[config.mk]
export PLATFORM = sky130hd
export DESIGN_NAME = unpack_hi_unit
export DESIGN_NICKNAME = d
export VERILOG_FILES = /design/src/rtl/unpkh_pkg.sv /design/src/rtl/unpkh_decode.sv /design/src/rtl/unpkh_interleave.sv /design/src/rtl/unpkh_stage.sv /design/src/rtl/unpack_hi_unit.sv
export SDC_FILE = /design/constraint.sdc
export NUM_CORES = 1
export LEC_CHECK = 0
export CAP_MARGIN = 20
export CORE_ASPECT_RATIO = 0.6
export CORE_MARGIN = 5
export CORE_UTILIZATION = 36
export DETAILED_ROUTE_END_ITERATION = 8
export PLACE_DENSITY = 0.78
export RECOVER_POWER = 25
export SKIP_LAST_GASP = 1
export SYNTH_ARGS = -nofsm -noshare
export SYNTH_HDL_FRONTEND = slang
export SYNTH_SLANG_ARGS = --single-unit
[constraint.sdc]
create_clock -name clk -period 2.15 [get_ports clk]
set_clock_uncertainty 0.2 [all_clocks]
set_input_delay 0.43 -clock clk [delete_from_list [all_inputs] [get_ports clk]]
set_output_delay 0.43 -clock clk [all_outputs]
set_load 0.01 [all_outputs]
[src/rtl/unpkh_pkg.sv]
package unpkh_pkg;
  localparam int DATA_W  = 128;
  localparam int LANE_W  = 64;
  localparam int N_LANES = DATA_W / LANE_W;
  localparam int N_SIZES = 4;

  localparam logic [7:0] OPC_BYTE  = 8'h68;
  localparam logic [7:0] OPC_WORD  = 8'h69;
  localparam logic [7:0] OPC_DWORD = 8'h6A;
  localparam logic [7:0] OPC_QWORD = 8'h6D;

  typedef enum logic [1:0] {
    EL_8  = 2'd0,
    EL_16 = 2'd1,
    EL_32 = 2'd2,
    EL_64 = 2'd3
  } elsz_t;

  typedef struct packed {
    logic  legal;
    logic  wide;
    elsz_t sz;
  } dec_t;
endpackage

[src/rtl/unpkh_decode.sv]
module unpkh_decode
  import unpkh_pkg::*;
(
  input  logic       clk,
  input  logic       rst,
  input  logic [7:0] opcode,
  input  logic       wide,
  output dec_t       dec
);
  always_comb begin
    dec.wide  = wide;
    dec.legal = 1'b1;
    dec.sz    = EL_8;
    unique case (opcode)
      OPC_BYTE:  dec.sz = EL_8;
      OPC_WORD:  dec.sz = EL_16;
      OPC_DWORD: dec.sz = EL_32;
      OPC_QWORD: begin
        dec.sz    = EL_64;
        dec.legal = wide;
      end
      default:   dec.legal = 1'b0;
    endcase
  end

  // a legal 64-bit element decode only comes from the quadword opcode with the prefix
  p_qword_needs_wide_r1: assert property (@(posedge clk) disable iff (rst)
    (dec.legal && dec.sz == EL_64) |-> (opcode == OPC_QWORD && wide));
endmodule

[src/rtl/unpkh_interleave.sv]
module unpkh_interleave #(
  parameter int OPW = 128,
  parameter int ELW = 8
) (
  input  logic [OPW/2-1:0] dh,
  input  logic [OPW/2-1:0] sh,
  output logic [OPW-1:0]   r
);
  localparam int HALF = OPW / 2;
  localparam int NEL  = HALF / ELW;

  for (genvar k = 0; k < NEL; k++) begin : g_el
    assign r[(2*k)*ELW   +: ELW] = dh[k*ELW +: ELW];
    assign r[(2*k+1)*ELW +: ELW] = sh[k*ELW +: ELW];
  end
endmodule

[src/rtl/unpkh_stage.sv]
module unpkh_stage #(
  parameter int DW = 128,
  parameter int MW = 2
) (
  input  logic          clk,
  input  logic          rst,
  input  logic          in_valid,
  output logic          in_ready,
  input  logic          legal,
  input  logic [DW-1:0] res_in,
  input  logic [MW-1:0] wmask_in,
  output logic          out_valid,
  input  logic          out_ready,
  output logic [DW-1:0] out_result,
  output logic [MW-1:0] out_wmask,
  output logic          out_illegal
);
  logic fire;

  assign in_ready = !out_valid || out_ready;
  assign fire     = in_valid && in_ready;

  always_ff @(posedge clk) begin
    if (rst) begin
      out_valid   <= 1'b0;
      out_illegal <= 1'b0;
      out_result  <= '0;
      out_wmask   <= '0;
    end else begin
      out_illegal <= fire && !legal;
      if (fire) begin
        out_valid <= legal;
        if (legal) begin
          out_result <= res_in;
          out_wmask  <= wmask_in;
        end
      end else if (out_ready) begin
        out_valid <= 1'b0;
      end
    end
  end

  p_hold_r9: assert property (@(posedge clk) disable iff (rst)
    (out_valid && !out_ready) |=> (out_valid && $stable(out_result) && $stable(out_wmask)));

  p_latency_r8: assert property (@(posedge clk) disable iff (rst)
    (in_valid && in_ready && legal) |=> out_valid);

  p_illegal_no_valid_r7: assert property (@(posedge clk) disable iff (rst)
    out_illegal |-> !out_valid);

  p_reset_clears_r10: assert property (@(posedge clk)
    $past(rst) |-> (!out_valid && !out_illegal));
endmodule

[src/rtl/unpack_hi_unit.sv]
module unpack_hi_unit
  import unpkh_pkg::*;
(
  input  logic              clk,
  input  logic              rst,
  input  logic              in_valid,
  output logic              in_ready,
  input  logic [7:0]        in_opcode,
  input  logic              in_wide,
  input  logic [DATA_W-1:0] in_dst,
  input  logic [DATA_W-1:0] in_src,
  output logic              out_valid,
  input  logic              out_ready,
  output logic [DATA_W-1:0] out_result,
  output logic [N_LANES-1:0] out_wmask,
  output logic              out_illegal
);
  localparam int NAR_W  = DATA_W / 2;
  localparam int WHALF  = DATA_W / 2;
  localparam int NHALF  = NAR_W / 2;

  dec_t              dec;
  logic [DATA_W-1:0] wide_res [N_SIZES];
  logic [NAR_W-1:0]  nar_res  [N_SIZES];
  logic [DATA_W-1:0] sel_res;
  logic [N_LANES-1:0] sel_mask;
  logic              unused_lo;

  assign unused_lo = ^{in_dst[NHALF-1:0], in_src[NHALF-1:0]};

  unpkh_decode u_dec (
    .clk    (clk),
    .rst    (rst),
    .opcode (in_opcode),
    .wide   (in_wide),
    .dec    (dec)
  );

  for (genvar z = 0; z < N_SIZES; z++) begin : g_sz
    localparam int ELW = 8 << z;
    unpkh_interleave #(.OPW(DATA_W), .ELW(ELW)) u_w (
      .dh (in_dst[DATA_W-1:WHALF]),
      .sh (in_src[DATA_W-1:WHALF]),
      .r  (wide_res[z])
    );
    if (ELW <= NHALF) begin : g_nar
      unpkh_interleave #(.OPW(NAR_W), .ELW(ELW)) u_n (
        .dh (in_dst[NAR_W-1:NHALF]),
        .sh (in_src[NAR_W-1:NHALF]),
        .r  (nar_res[z])
      );
    end else begin : g_none
      assign nar_res[z] = '0;
    end
  end

  always_comb begin
    if (dec.wide) begin
      sel_res  = wide_res[dec.sz];
      sel_mask = '1;
    end else begin
      sel_res  = {{(DATA_W-NAR_W){1'b0}}, nar_res[dec.sz]};
      sel_mask = {{(N_LANES-1){1'b0}}, 1'b1};
    end
  end

  unpkh_stage #(.DW(DATA_W), .MW(N_LANES)) u_stage (
    .clk         (clk),
    .rst         (rst),
    .in_valid    (in_valid),
    .in_ready    (in_ready),
    .legal       (dec.legal),
    .res_in      (sel_res),
    .wmask_in    (sel_mask),
    .out_valid   (out_valid),
    .out_ready   (out_ready),
    .out_result  (out_result),
    .out_wmask   (out_wmask),
    .out_illegal (out_illegal)
  );

  // a narrow-form result never carries data in its upper lane
  p_narrow_upper_zero_r6: assert property (@(posedge clk) disable iff (rst)
    (out_valid && !out_wmask[N_LANES-1]) |-> (out_result[DATA_W-1:NAR_W] == '0));

  // a stalled result blocks new input
  p_stall_blocks_r9: assert property (@(posedge clk) disable iff (rst)
    (out_valid && !out_ready) |-> !in_ready);
endmodule

# --- Word-level counts from Yosys, hierarchy flattened ---
# Cells that the tools add are included.
op_classes:
  magnitude_cmp: 1
  n_eq_ne: 4
  muxes: 12
  bitwise_logic: 1
  reduce_logical: 8
ops:
  columns: ["op", "count"]
  rows:
  - ["128-bit 2-to-1 mux", 3]
  - ["128-bit binary-select mux with 2-bit select", 1]
  - ["64-bit binary-select mux with 2-bit select", 1]
  - ["64-bit 2-to-1 mux", 2]
  - ["8-bit by 7-bit equality test with 1-bit output (second input constant)", 4]
  - ["2-bit one-hot mux with 3 select lines", 1]
  - ["3-bit greater-or-equal comparator (second input constant)", 1]
  - ["2-bit inverter with 3-bit output", 1]
  - ["3-bit OR reduction", 1]
  - ["1-bit logical AND", 2]
  - ["1-bit zero test", 2]
  - ["1-bit 2-to-1 mux", 2]
  - ["2-bit 2-to-1 mux", 1]
  - ["1-bit one-hot mux with 2 select lines", 1]
  - ["2-bit AND reduction", 1]
  - ["2-bit nonzero test", 1]
  - ["1-bit logical OR", 1]
word_totals:
  regBits: 132
  out_inout_bits: 133

# --- Depth between registers and ports, before layout ---
# Gate-level depths: netlist of run 1.
logic_depth:
  ltp_word: 7
  depth_mapped: 8
  ltp_nobuf: 5

# --- Hierarchy ---
# From an unflattened synthesis of run 1, not the netlist that was laid out.
hier_totals:
  hier_cells: 1818
  hier_area_um2: 16804.9
by_module_without_submodules:
  columns: ["module", "instances", "cells_per_inst", "area_per_inst_um2", "seq_area_each_um2"]
  rows:
  - ["unpkh_stage", 1, 572, 5871.9, 2642.5]
  - ["unpack_hi_unit", 1, 533, 5554.1, 0.0]
  - ["unpkh_interleave (g_sz[0].u_w ...)", 4, 128, 960.9, 0.0]
  - ["unpkh_interleave (g_sz[0].g_nar.u_n ...)", 3, 64, 480.5, 0.0]
  - ["unpkh_decode", 1, 9, 93.8, 0.0]

# --- Worst setup path before layout of run 1 ---
# Ideal clock, no wire load.
synth_timing:
  path_kind: "input -> register"
  start: "in in_opcode[7]"
  end: "reg u_stage.out_result[34]"
  setup_time_ns: 0.117
  t_arrival_ns: 1.829
  t_required_ns: 1.833
  setup_slack_ns: 0.004
  cell_stages: 6
  path_buffers: 2
  path_cell_list: "and4bb_2 > clkbuf_4 > o211ai_2 > buf_2 > a221o_1 > a32o_1"
synth_via:
  elab_chain_len: 7
synth_rtl:
  columns: ["element", "line_no", "rtl"]
  rows:
  - ["start, declared", "unpack_hi_unit.sv:8", "input logic [7:0] in_opcode,"]
  - ["8-bit by 7-bit equality test with 1-bit output", "unpkh_decode.sv:14", "unique case (opcode)"]
  - ["2-bit one-hot mux with 3 select lines", "unpkh_decode.sv:14", null]
  - ["2-bit inverter with 3-bit output (not written as such)", "unpack_hi_unit.sv:59, unpack_hi_unit.sv:62", null]
  - ["64-bit binary-select mux with 2-bit select or 128-bit binary-select mux with 2-bit select (tied branches)", "unpack_hi_unit.sv:62, unpack_hi_unit.sv:59", null]
  - ["64-bit 2-to-1 mux (not written as such) or 128-bit 2-to-1 mux (tied branches) (2 in series)", "unpack_hi_unit.sv:62, unpack_hi_unit.sv:59", null]
  - ["128-bit 2-to-1 mux", "unpack_hi_unit.sv:58", "if (dec.wide) begin"]
  - ["end signal, assigned", "unpkh_stage.sv:34", "out_result <= res_in;"]
  - ["end, declared", "unpkh_stage.sv:14", "output logic [DW-1:0] out_result,"]
# Parallel ways exist; a longest one is shown, timed or not. The select of a mux whose other input is x is not followed.
# A chain may end at the register's enable or synchronous reset.

# --- Worst setup path after layout of run 1 ---
layout_timing:
  start: "in in_opcode[4]"
  end: "reg u_stage.out_result[20]"
# Same word-level chain as after synthesis.

==> results of run 1 <==
## area by class of cell
type                    instances  area [µm²]  area share [%]
repair buffers                516        5060            38.6
multi-input cells             667        4420            33.8
well taps                     273         342            2.61
clock inverters                 8         121           0.927
clock buffers                  24         502            3.83
flip-flops and latches        132        2640            20.2
diodes                          1        2.50          0.0191
inverters                       1        3.75          0.0287
## cell families (layout without fill, tap and decap cells)
logic type,count (synthesis),count (layout),share of synthesized area [%]
AOI/OAI and AO/OA,327,328,33.3
DFF,132,132,35.9
other,0,1,0
buffers and inverters,96,549,6.38
and+or+nand+nor,298,298,18.5
xor gates and xnor gates,1,1,0.119
muxes,40,40,5.92
## per-stage QoR
step	hold WS (ps)	worst slack, ps
after CTS	252	7.38
after global routing	271	-26.1
after detailed placement	243	-856
after global placement	238	-842
final	249	-20.9
after floorplan	271	4.11
## synthesized netlist by cell type, types with 13 or more instances
master / n
nand3_1: 35
a211oi_1: 18
clkbuf_1: 40
nand2_1: 162
o221ai_1: 14
o21ai_0: 26
a311o_1: 16
a222oi_1: 19
dfxtp_1: 132
mux2_2: 27
a221oi_1: 21
buf_2: 43
o22ai_1: 13
nor2_1: 57
a22oi_1: 44
a31oi_1: 15
a21oi_1: 61
## placed cells by master, fill, tap and decap left out, drive strengths merged, types with 3 or more instances in the layout
| cell | synthesis | layout |
|---|---|---|
| a211oi | 18 | 18 |
| a311o | 16 | 16 |
| dlygate4sd2 | 0 | 6 |
| clkbuf | 41 | 28 |
| a22oi | 44 | 44 |
| mux2 | 29 | 29 |
| or3 | 7 | 7 |
| nand4 | 7 | 7 |
| nor2 | 59 | 59 |
| a32o | 12 | 12 |
| a221o | 12 | 12 |
| o211a | 2 | 3 |
| a222oi | 19 | 19 |
| o22ai | 13 | 13 |
| o21ai | 32 | 32 |
| a211o | 5 | 5 |
| dfxtp | 132 | 132 |
| bufinv | 0 | 3 |
| nor3 | 6 | 6 |
| nand2 | 163 | 163 |
| a32oi | 3 | 3 |
| nand3 | 35 | 35 |
| o211ai | 13 | 13 |
| mux2i | 11 | 11 |
| o221ai | 14 | 14 |
| a21oi | 61 | 61 |
| buf | 54 | 179 |
| nor3b | 4 | 4 |
| a221oi | 21 | 21 |
| o22a | 8 | 8 |
| clkinv | 0 | 4 |
| o2bb2ai | 3 | 3 |
| clkdlybuf4s50 | 0 | 325 |
| a31oi | 15 | 15 |
| a22o | 11 | 11 |
## worst min-delay path: stages (launching register included)
cell and delay (ps):
dfxtp_1 310, nand2_1 50, o21ai_1 50
## path summary, 6_finish.rpt
| check | startpoint | slack (ps) | depth (start not counted) | endpoint |
|---|---|---|---|---|
| worst max register to register | u_stage.out_valid | 410 | 6 | u_stage.out_result[60] |
| worst max-delay path | in_opcode[4] | -20 | 7 | u_stage.out_result[20] |
| worst min-delay path | u_stage.out_result[46] | 250 | 2 | u_stage.out_result[46] |
| worst min register to register | u_stage.out_result[46] | 250 | 2 | u_stage.out_result[46] |
## registers in the layout (all words and copies together), names as in the netlist
name / cells
u_stage.out_result: 128
u_stage.out_wmask: 2
u_stage.out_valid: 1
u_stage.out_illegal: 1
## layer usage
layer	GRT usage (%)	part of all wire, %	routed length [µm]
met5	0	0	0
met2	44.7	38	15900
met3	18.1	16	6790
met4	8.25	2.2	916
met1	46.8	43	17700
## power by group through the flow
stage | Sequential, mW | Clock [mW] | Combinational [mW]
after floorplan | 2.52 | 0 | 0.337
after global placement | 2.52 | 0 | 1.09
after detailed placement | 2.52 | 0 | 1.09
after CTS | 2.46 | 3.15 | 1.13
after global routing | 2.46 | 3.27 | 1.21
final | 2.46 | 3.12 | 1.17
## timing repair
| action | 4_1_cts | 5_1_grt |
|---|---|---|
| pin swaps | 10 | 6 |
| endpoints found under the setup margin | 109 | 62 |
| buffers inserted | 19 | 1 |
| gates resized for setup | 36 | 12 |
| gates cloned | 4 | 0 |
==> impl_metrics.csv, run 1 <==
group,metric,value,unit
timing,fin_crit,2170,ps
power_and_ir_drop,power_density,516,nW/µm²
synthesis,syn_avg_cell_area,8.24,µm²
cells_and_area,area_delta_synth_final,77.6,%
route,vias,9775,
route,wl,41.3,mm
global_routing,grt_pass1_vias,9343,
synthesis,ys.flop_type,"dfxtp_1",
route,firstDrtPassIters,9,
place,dp_hpwl,31.4,mm
synthesis,yosysUniqueCellTypes,65,
global_routing,grt_max_degree,93,
setup_path,critPathKind,"in -> reg",
synthesis,synth.area.top_cells,"dfxtp_1 36%, nand2_1 8.2%, a22oi_1 4.5%",
power_and_ir_drop,ir_worst_vdd,546,µV
floorplanning,rows,40,
floorplanning,die_h,121,µm
route,vias_per_cell,6.03,
clocking,clkSinkCount,132,
cells_and_area,layout-drive-gt1-share,20.4,%
synthesis,netlist_instances,894,
cells_and_area,final_core_util,65.2,%
timing,hold_viol_final,0,
timing,worst_slew_pin_slew,523,ps
setup_path,crit_family,"compound AO/OA/AOI/OAI gates",
timing,setup_viol,3,
power_and_ir_drop,p_comb_share,17.3,%
power_and_ir_drop,p_total,6.75,mW
global_routing,grt_usage,33.6,%
setup_path,worstSetupStartpointType,"primary input",
timing,setup_tns,-37.9,ps
synthesis,yosysWarnings,0,
clocking,cts_made_buffers,17,
clocking,ctsLongestPathBuffers,2,
power_and_ir_drop,p_leak,4.88,nW
timing,timing.final.crit_share,101,%
floorplanning,pin_count,402,
timing,rsz0062_at_grt,"true",
status,violations,"setup timing",
cells_and_area,final_area,13100,µm²
synthesis,synth_seq_cells,132,
power_and_ir_drop,seqPwrFrac,36.5,%
synthesis,synth_area,7370,µm²
place,placed_cell_area,12100,µm²
cells_and_area,fin_cells,1622,
route,wire_per_inst,25.5,µm
synthesis,syn_nets,1163,
floorplanning,initial_core_util,36.7,%
setup_path,critical-path-slowest-cell,"and4bb_4",
timing,max_slew_margin,65.1,%
setup_path,cp_max_fo,12,
power_and_ir_drop,intPower,5.06,mW
place,place.gp.congestion,0.999,
floorplanning,core_area,20100,µm²
synthesis,synth-edff-count,0,
clocking,root_buffer,"clkbuf_16",
setup_path,crit_required,2280,ps
synthesis,synth.top_cell.area_share,35.9,%
timing,fmax,461,MHz
synthesis,yosys.area.top_type,"dfxtp_1",
synthesis,seq_area_frac_synth,35.9,%
timing,slew_viol_final,0,
setup_path,path_buf_inv,2,
timing,setup_ws,-20.9,ps
setup_path,cp.arrival,2300,ps
clocking,clk_latency,420,ps
route,drcViolationCount,0,
cells_and_area,fin_nets,1604,
setup_path,crit_chain,"dlygate4sd2_1 -> and4bb_4 -> o211a_1 -> buf_12 -> o221ai_1 -> o22a_1 -> a211oi_1",
clocking,cts_tree,"yes",
run,cap_violations,0,
power_and_ir_drop,clock_power_share,46.2,%
global_routing,overflow,0,
floorplanning,fp.dieArea,23500,µm²
cells_and_area,fillCellCount,1692,
min_path,hp-class,"reg -> reg",
global_routing,grt_pass1_wl,59.9,mm
route,antenna_left,0,
status,outcome,"finished with violations",
place,port_buffers,337,
global_routing,grt_antenna_before_repair,0,
power_and_ir_drop,switchingPower,1.69,mW
floorplanning,die_x,195,µm
synthesis,async_flop_share,0,%
power_and_ir_drop,p_sw_share,25.1,%
route,drt_iter0_drc,1463,
setup_path,slowest_delay,420,ps
setup_path,cp-end-kind,"flip-flop",
place,placed_cells,1565,
clocking,postCtsHoldBufs,0,
clocking,clkTransAtPathRegs,60,ps
clocking,cts_max_level,4,
No activity file was read; power rests on OpenSTA's default activity.
==> run 2, diff against run 1 <==
--- a/config.mk
+++ b/config.mk
@@ -8,9 +8,9 @@
 export CAP_MARGIN = 20
 export CORE_ASPECT_RATIO = 0.6
 export CORE_MARGIN = 5
-export CORE_UTILIZATION = 36
+export CORE_UTILIZATION = 40
 export DETAILED_ROUTE_END_ITERATION = 8
-export PLACE_DENSITY = 0.78
+export PLACE_DENSITY = 0.82
 export RECOVER_POWER = 25
 export SKIP_LAST_GASP = 1
 export SYNTH_ARGS = -nofsm -noshare
==> constraint.sdc (replaced) <==
create_clock -name clk -period 2.06 [get_ports clk]
set_clock_uncertainty 0.2 [all_clocks]
set_input_delay 0.412 -clock clk [delete_from_list [all_inputs] [get_ports clk]]
set_output_delay 0.412 -clock clk [all_outputs]
set_load 0.01 [all_outputs]
==> run 2 against run 1 <==
The run ends with DRC, setup timing left. Clock power fell by 2%. Sequential share of layout area is 0.55 points lower. Via count is 4.6% higher. Sequential power grew 4%. Register-to-register slack got worse by 220 ps. Utilization up 9.3 points. First-iteration DRC count increased by 13%. Critical path depth decreased by 6. Combinational power is 12% higher. Total power is 2.7% higher. Largest power group unchanged.
==> impl_metrics.csv, run 2 (synthesis results as in run 1) <==
group,metric,value,unit
cells_and_area,largest_reg_flops,128,
cells_and_area,area_delta_synth_final,82.7,%
timing,worst_slew_pin_slew,544,ps
route,wl_met1,17.4,mm
clocking,clkSinkCount,132,
timing,timing.final.crit_share,101,%
cells_and_area,final_common_cell,"clkdlybuf4s50_1",
setup_path,critPathKind,"reg -> out",
route,dr_wl_met3,7.73,mm
setup_path,cp.arrival,1460,ps
route,vias,10200,
power_and_ir_drop,ir_worst_vdd,525,µV
cells_and_area,reg_top3,"u_stage.out_result x128, u_stage.out_wmask x2",
route,vias_per_cell,6.37,
global_routing,grt_max_degree,94,
cells_and_area,layout-drive-gt1-share,24.2,%
setup_path,crit_chain,"clkdlybuf4s50_1",
clocking,cts_tree,"yes",
clocking,clkTransAtPathRegs,80,ps
route,wl,43.2,mm
timing,max_slew_margin,63.7,%
route,wl_met2,17.1,mm
power_and_ir_drop,p_leak,5.07,nW
cells_and_area,fin_cells,1606,
floorplanning,rows,38,
timing,setup_tns,-11.8,ps
setup_path,cp-end-kind,"output pin",
status,violations,"DRC, setup timing",
power_and_ir_drop,p_total,6.93,mW
place,dp_hpwl,31.3,mm
floorplanning,pin_count,402,
timing,setup_ws,-11.8,ps
cells_and_area,final_core_util,74.5,%
timing,setup_viol,1,
clocking,cts_max_level,4,
route,antenna_left,0,
place,port_buffers,337,
global_routing,grt_usage,38.1,%
setup_path,slowest_delay,580,ps
global_routing,grt_pass1_vias,9723,
global_routing,overflow,0,
clocking,ctsLongestPathBuffers,2,
setup_path,worstSetupStartpointType,"flip-flop",
status,outcome,"finished with violations",
min_path,hp-class,"in -> reg",
setup_path,cp_max_fo,2,
place,placed_cells,1537,
clocking,cts_made_buffers,17,
floorplanning,fp.dieArea,21300,µm²
power_and_ir_drop,power_density,515,nW/µm²
cells_and_area,fin_nets,1621,
route,drcViolationCount,3,
setup_path,r2r_start,"u_stage.out_valid",
route,highest_layer,"met4",
cells_and_area,fillCellCount,1336,
timing,slew_viol_final,0,
place,place.gp.congestion,1.04,
route,drt_iter0_drc,1658,
min_path,min_delay_worst_endpoint,"u_stage.out_illegal",
timing,fin_crit,2070,ps
timing,fmax,483,MHz
setup_path,crit_required,1450,ps
timing,hold_viol_final,0,
cells_and_area,final_cell_mix,"305 x clkdlybuf4s50_1, 158 x nand2_1, 150 x buf_4",
setup_path,crit_family,"buffers and inverters",
clocking,postCtsHoldBufs,0,
route,firstDrtPassIters,9,
cells_and_area,largest-register,"u_stage.out_result",
min_path,hold_depth,4,
setup_path,critical-path-slowest-cell,"clkdlybuf4s50_1",
route,wire_per_inst,26.9,µm
floorplanning,core_area,18100,µm²
setup_path,path_buf_inv,1,
floorplanning,die_x,185,µm
setup_path,rrSetupSlack,190,ps
clocking,root_buffer,"clkbuf_16",
global_routing,grt_antenna_before_repair,1,
floorplanning,initial_core_util,40.8,%
global_routing,grt_pass1_wl,61.3,mm
run,cap_violations,0,
setup_path,reg2regPathDepth,7,
timing,rsz0062_at_grt,"true",
min_path,hold_start,"rst",
setup_path,r2r_end,"u_stage.out_result[61]",
place,dp_slack,-881,ps
floorplanning,die_h,115,µm
clocking,clk_latency,430,ps
-- run 2: worst max-delay path by stage --
stage,slack [ps],to,from,cells past startpoint
after floorplan,10,u_stage.out_result[54],in_opcode[2],7
after global placement,-830,u_stage.out_result[11],in_opcode[0],10
after detailed placement,-880,u_stage.out_result[11],in_opcode[0],10
after CTS,-100,u_stage.out_result[28],in_opcode[2],8
after global routing,-10,out_result[44],u_stage.out_result[44],1
final,-10,out_result[44],u_stage.out_result[44],1
-- run 2: power breakdown --
part	switching, mW	internal [mW]	leakage, nW	total, mW
combinational	0.622	0.684	3.72	1.31
sequential	0.00715	2.56	1.06	2.57
clock	1.46	1.60	0.278	3.06
-- run 2: stage by stage --
step	area, µm²	hold slack [ps]
2_1_floorplan	7390	271
3_3_place_gp	12100	238
3_5_place_dp	12100	242
4_1_cts	13100	209
5_1_grt	13500	232
6_report	13500	214
-- run 2: area by class of cell --
| type | instances | area, µm² | area share, % |
|---|---|---|---|
| sequential | 132 | 2640 | 19.6 |
| timing repair buffer | 531 | 5250 | 39.0 |
| tap | 240 | 300 | 2.23 |
| clock buffer | 17 | 425 | 3.16 |
| antenna | 1 | 2.50 | 0.0186 |
| multi-input combinational | 669 | 4700 | 34.9 |
| clock inverter | 15 | 138 | 1.02 |
| inverter | 1 | 3.75 | 0.0279 |
-- run 2: per-layer routing --
layer  vias up  track usage, %
met5         -               0
met4         0            8.60
met3       122            18.1
met2       945            51.6
met1      4777            54.6
li1       4380               -
-- run 2: what timing repair did --
item | in CTS | in global routing
buffers inserted | 16 | 16
resized for setup | 57 | 69
gates cloned | 8 | 3
endpoints found under the setup margin | 130 | 92
pin swaps | 25 | 41
==> run 3, diff against run 2 <==
--- a/config.mk
+++ b/config.mk
@@ -10,7 +10,7 @@
 export CORE_MARGIN = 5
 export CORE_UTILIZATION = 40
 export DETAILED_ROUTE_END_ITERATION = 8
-export PLACE_DENSITY = 0.82
+export PLACE_DENSITY_LB_ADDON = 0.05
 export RECOVER_POWER = 25
 export SKIP_LAST_GASP = 1
 export SYNTH_ARGS = -nofsm -noshare
==> run 3 against run 2 <==
The run ends with setup timing left. Via count decreased by 5.8%. Critical path type is now in -> reg. First-iteration DRC count increased by 0.42%. Non-clock buffer count decreased by 34. Cell area fell by 4.5%. Total power down 1.9%. Critical path depth increased by 7. Largest power group unchanged. Utilization down 3.3 points. Highest routed layer is now met5. Sequential power barely moved.
==> impl_metrics.csv, run 3 (synthesis results as in run 1) <==
group,metric,value,unit
status,outcome,"finished with violations",
place,place.gp.congestion,1.03,
cells_and_area,final_cell_mix,"321 x clkdlybuf4s50_1, 161 x nand2_1, 130 x dfxtp_1",
floorplanning,initial_core_util,40.8,%
route,wl,39.6,mm
floorplanning,die_h,115,µm
place,dp_slack,-811,ps
route,drt_iter0_drc,1665,
setup_path,path_depth,8,
setup_path,critical-path-slowest-cell,"a222oi_1",
cells_and_area,area_delta_synth_final,74.5,%
clocking,cts_max_level,4,
cells_and_area,largest-register,"u_stage.out_result",
global_routing,grt_usage,35.1,%
timing,slew_viol_final,0,
place,port_buffers,337,
global_routing,overflow,0,
min_path,hold_depth,4,
floorplanning,fp.dieArea,21300,µm²
floorplanning,pin_count,402,
setup_path,crit_start,"in_opcode[2]",
route,wire_per_inst,25.2,µm
setup_path,r2r_start,"u_stage.out_valid",
timing,fmax,483,MHz
clocking,clkSinkCount,132,
setup_path,slowest_delay,590,ps
route,vias_per_cell,6.13,
cells_and_area,fin_cells,1570,
timing,max_slew_margin,59.1,%
timing,fin_crit,2070,ps
timing,setup_viol,1,
floorplanning,die_x,185,µm
timing,timing.final.crit_share,100,%
min_path,hp-class,"in -> reg",
clocking,postCtsHoldBufs,0,
setup_path,path_buf_inv,4,
setup_path,worstSetupStartpointType,"primary input",
timing,rsz0062_at_grt,"true",
setup_path,cpMostUsedCell,"buf_4",
setup_path,cp-end-kind,"flip-flop",
setup_path,crit_required,2200,ps
route,firstDrtPassIters,8,
cells_and_area,largest_reg_flops,128,
setup_path,rrSetupSlack,250,ps
floorplanning,rows,38,
global_routing,grt_antenna_before_repair,4,
cells_and_area,final_core_util,71.2,%
cells_and_area,final_common_cell,"clkdlybuf4s50_1",
cells_and_area,fin_nets,1585,
min_path,min_delay_worst_endpoint,"u_stage.out_illegal",
setup_path,crit_chain,"buf_4 -> nor3b_4 -> buf_6 -> o211ai_4 -> buf_12 -> a222oi_1 -> buf_4 -> o21ai_2",
setup_path,crit_family,"compound AO/OA/AOI/OAI gates",
setup_path,reg2regPathDepth,6,
route,vias,9627,
global_routing,grt_max_degree,94,
timing,setup_ws,-8.82,ps
status,violations,"setup timing",
power_and_ir_drop,ir_worst_vdd,490,µV
global_routing,grt_pass1_vias,8839,
setup_path,critPathKind,"in -> reg",
route,drcViolationCount,0,
run,cap_violations,0,
global_routing,grt_pass1_wl,56.4,mm
timing,worst_slew_pin_slew,614,ps
clocking,ctsLongestPathBuffers,2,
place,placed_cells,1524,
clocking,cts_tree,"yes",
power_and_ir_drop,power_density,529,nW/µm²
setup_path,r2r_end,"u_stage.out_result[15]",
clocking,clkTransAtPathRegs,80,ps
setup_path,cp_max_fo,7,
setup_path,cp.arrival,2200,ps
min_path,hold_start,"rst",
place,dp_hpwl,29.9,mm
route,antenna_left,0,
timing,setup_tns,-8.82,ps
clocking,root_buffer,"clkbuf_16",
clocking,cts_made_buffers,17,
power_and_ir_drop,p_leak,4.76,nW
clocking,clk_latency,420,ps
floorplanning,core_area,18100,µm²
cells_and_area,reg_top3,"u_stage.out_result x128, u_stage.out_wmask x2",
timing,hold_viol_final,0,
cells_and_area,layout-drive-gt1-share,20.2,%
run 3: cell type report:
type                            instances  area [µm²]
Timing Repair Buffer                  497        4900
Fill cell                            1462        5200
Clock inverter                         14         138
Multi-Input combinational cell        667        4430
Tap cell                              240         300
Clock buffer                           18         439
Antenna cell                            1        2.50
Inverter                                1        3.75
Sequential cell                       132        2650
run 3: layer usage:
metal	vias to the layer above	GRT usage, %	part of all wire, %
li1	4290	-	-
met1	4508	53.5	44
met2	768	46.7	40
met3	55	14.0	15
met4	6	5.47	1.0
met5	-	0	0.081
run 3: worst max-delay path by stage:
stage / slack (ps) / end
after floorplan: 10 / u_stage.out_result[54]
after global placement: -840 / u_stage.out_result[77]
after detailed placement: -810 / u_stage.out_result[78]
after CTS: -20 / u_stage.out_result[78]
after global routing: -20 / u_stage.out_result[112]
final: -9 / u_stage.out_result[78]
run 3: metrics by stage:
stage / area, µm² / total power [mW] / hold slack, ps
global placement: 12100 / 3.77 / 237
global route: 12900 / 6.99 / 222
floorplan: 7390 / 2.98 / 271
finish: 12900 / 6.80 / 211
CTS: 12800 / 6.78 / 198
detailed placement: 12100 / 3.77 / 247
run 3: power breakdown:
part	total, mW	switching [mW]	leakage, nW	internal, mW
clock network	3.02	1.38	0.279	1.63
registers	2.57	0.00684	1.06	2.56
logic	1.22	0.565	3.41	0.650
run 3: repair_timing:
item                       CTS  global route
buffers inserted             6             5
setup endpoints to repair  130            89
resized for setup           30            36
gates cloned                 2             2
pin swaps                    9             8
run 3: worst min-delay path, delay by kind of cell:
kind / cells / cell delay (ps)
and+or+nand+nor: 2 / 160
buffers and inverters: 2 / 220
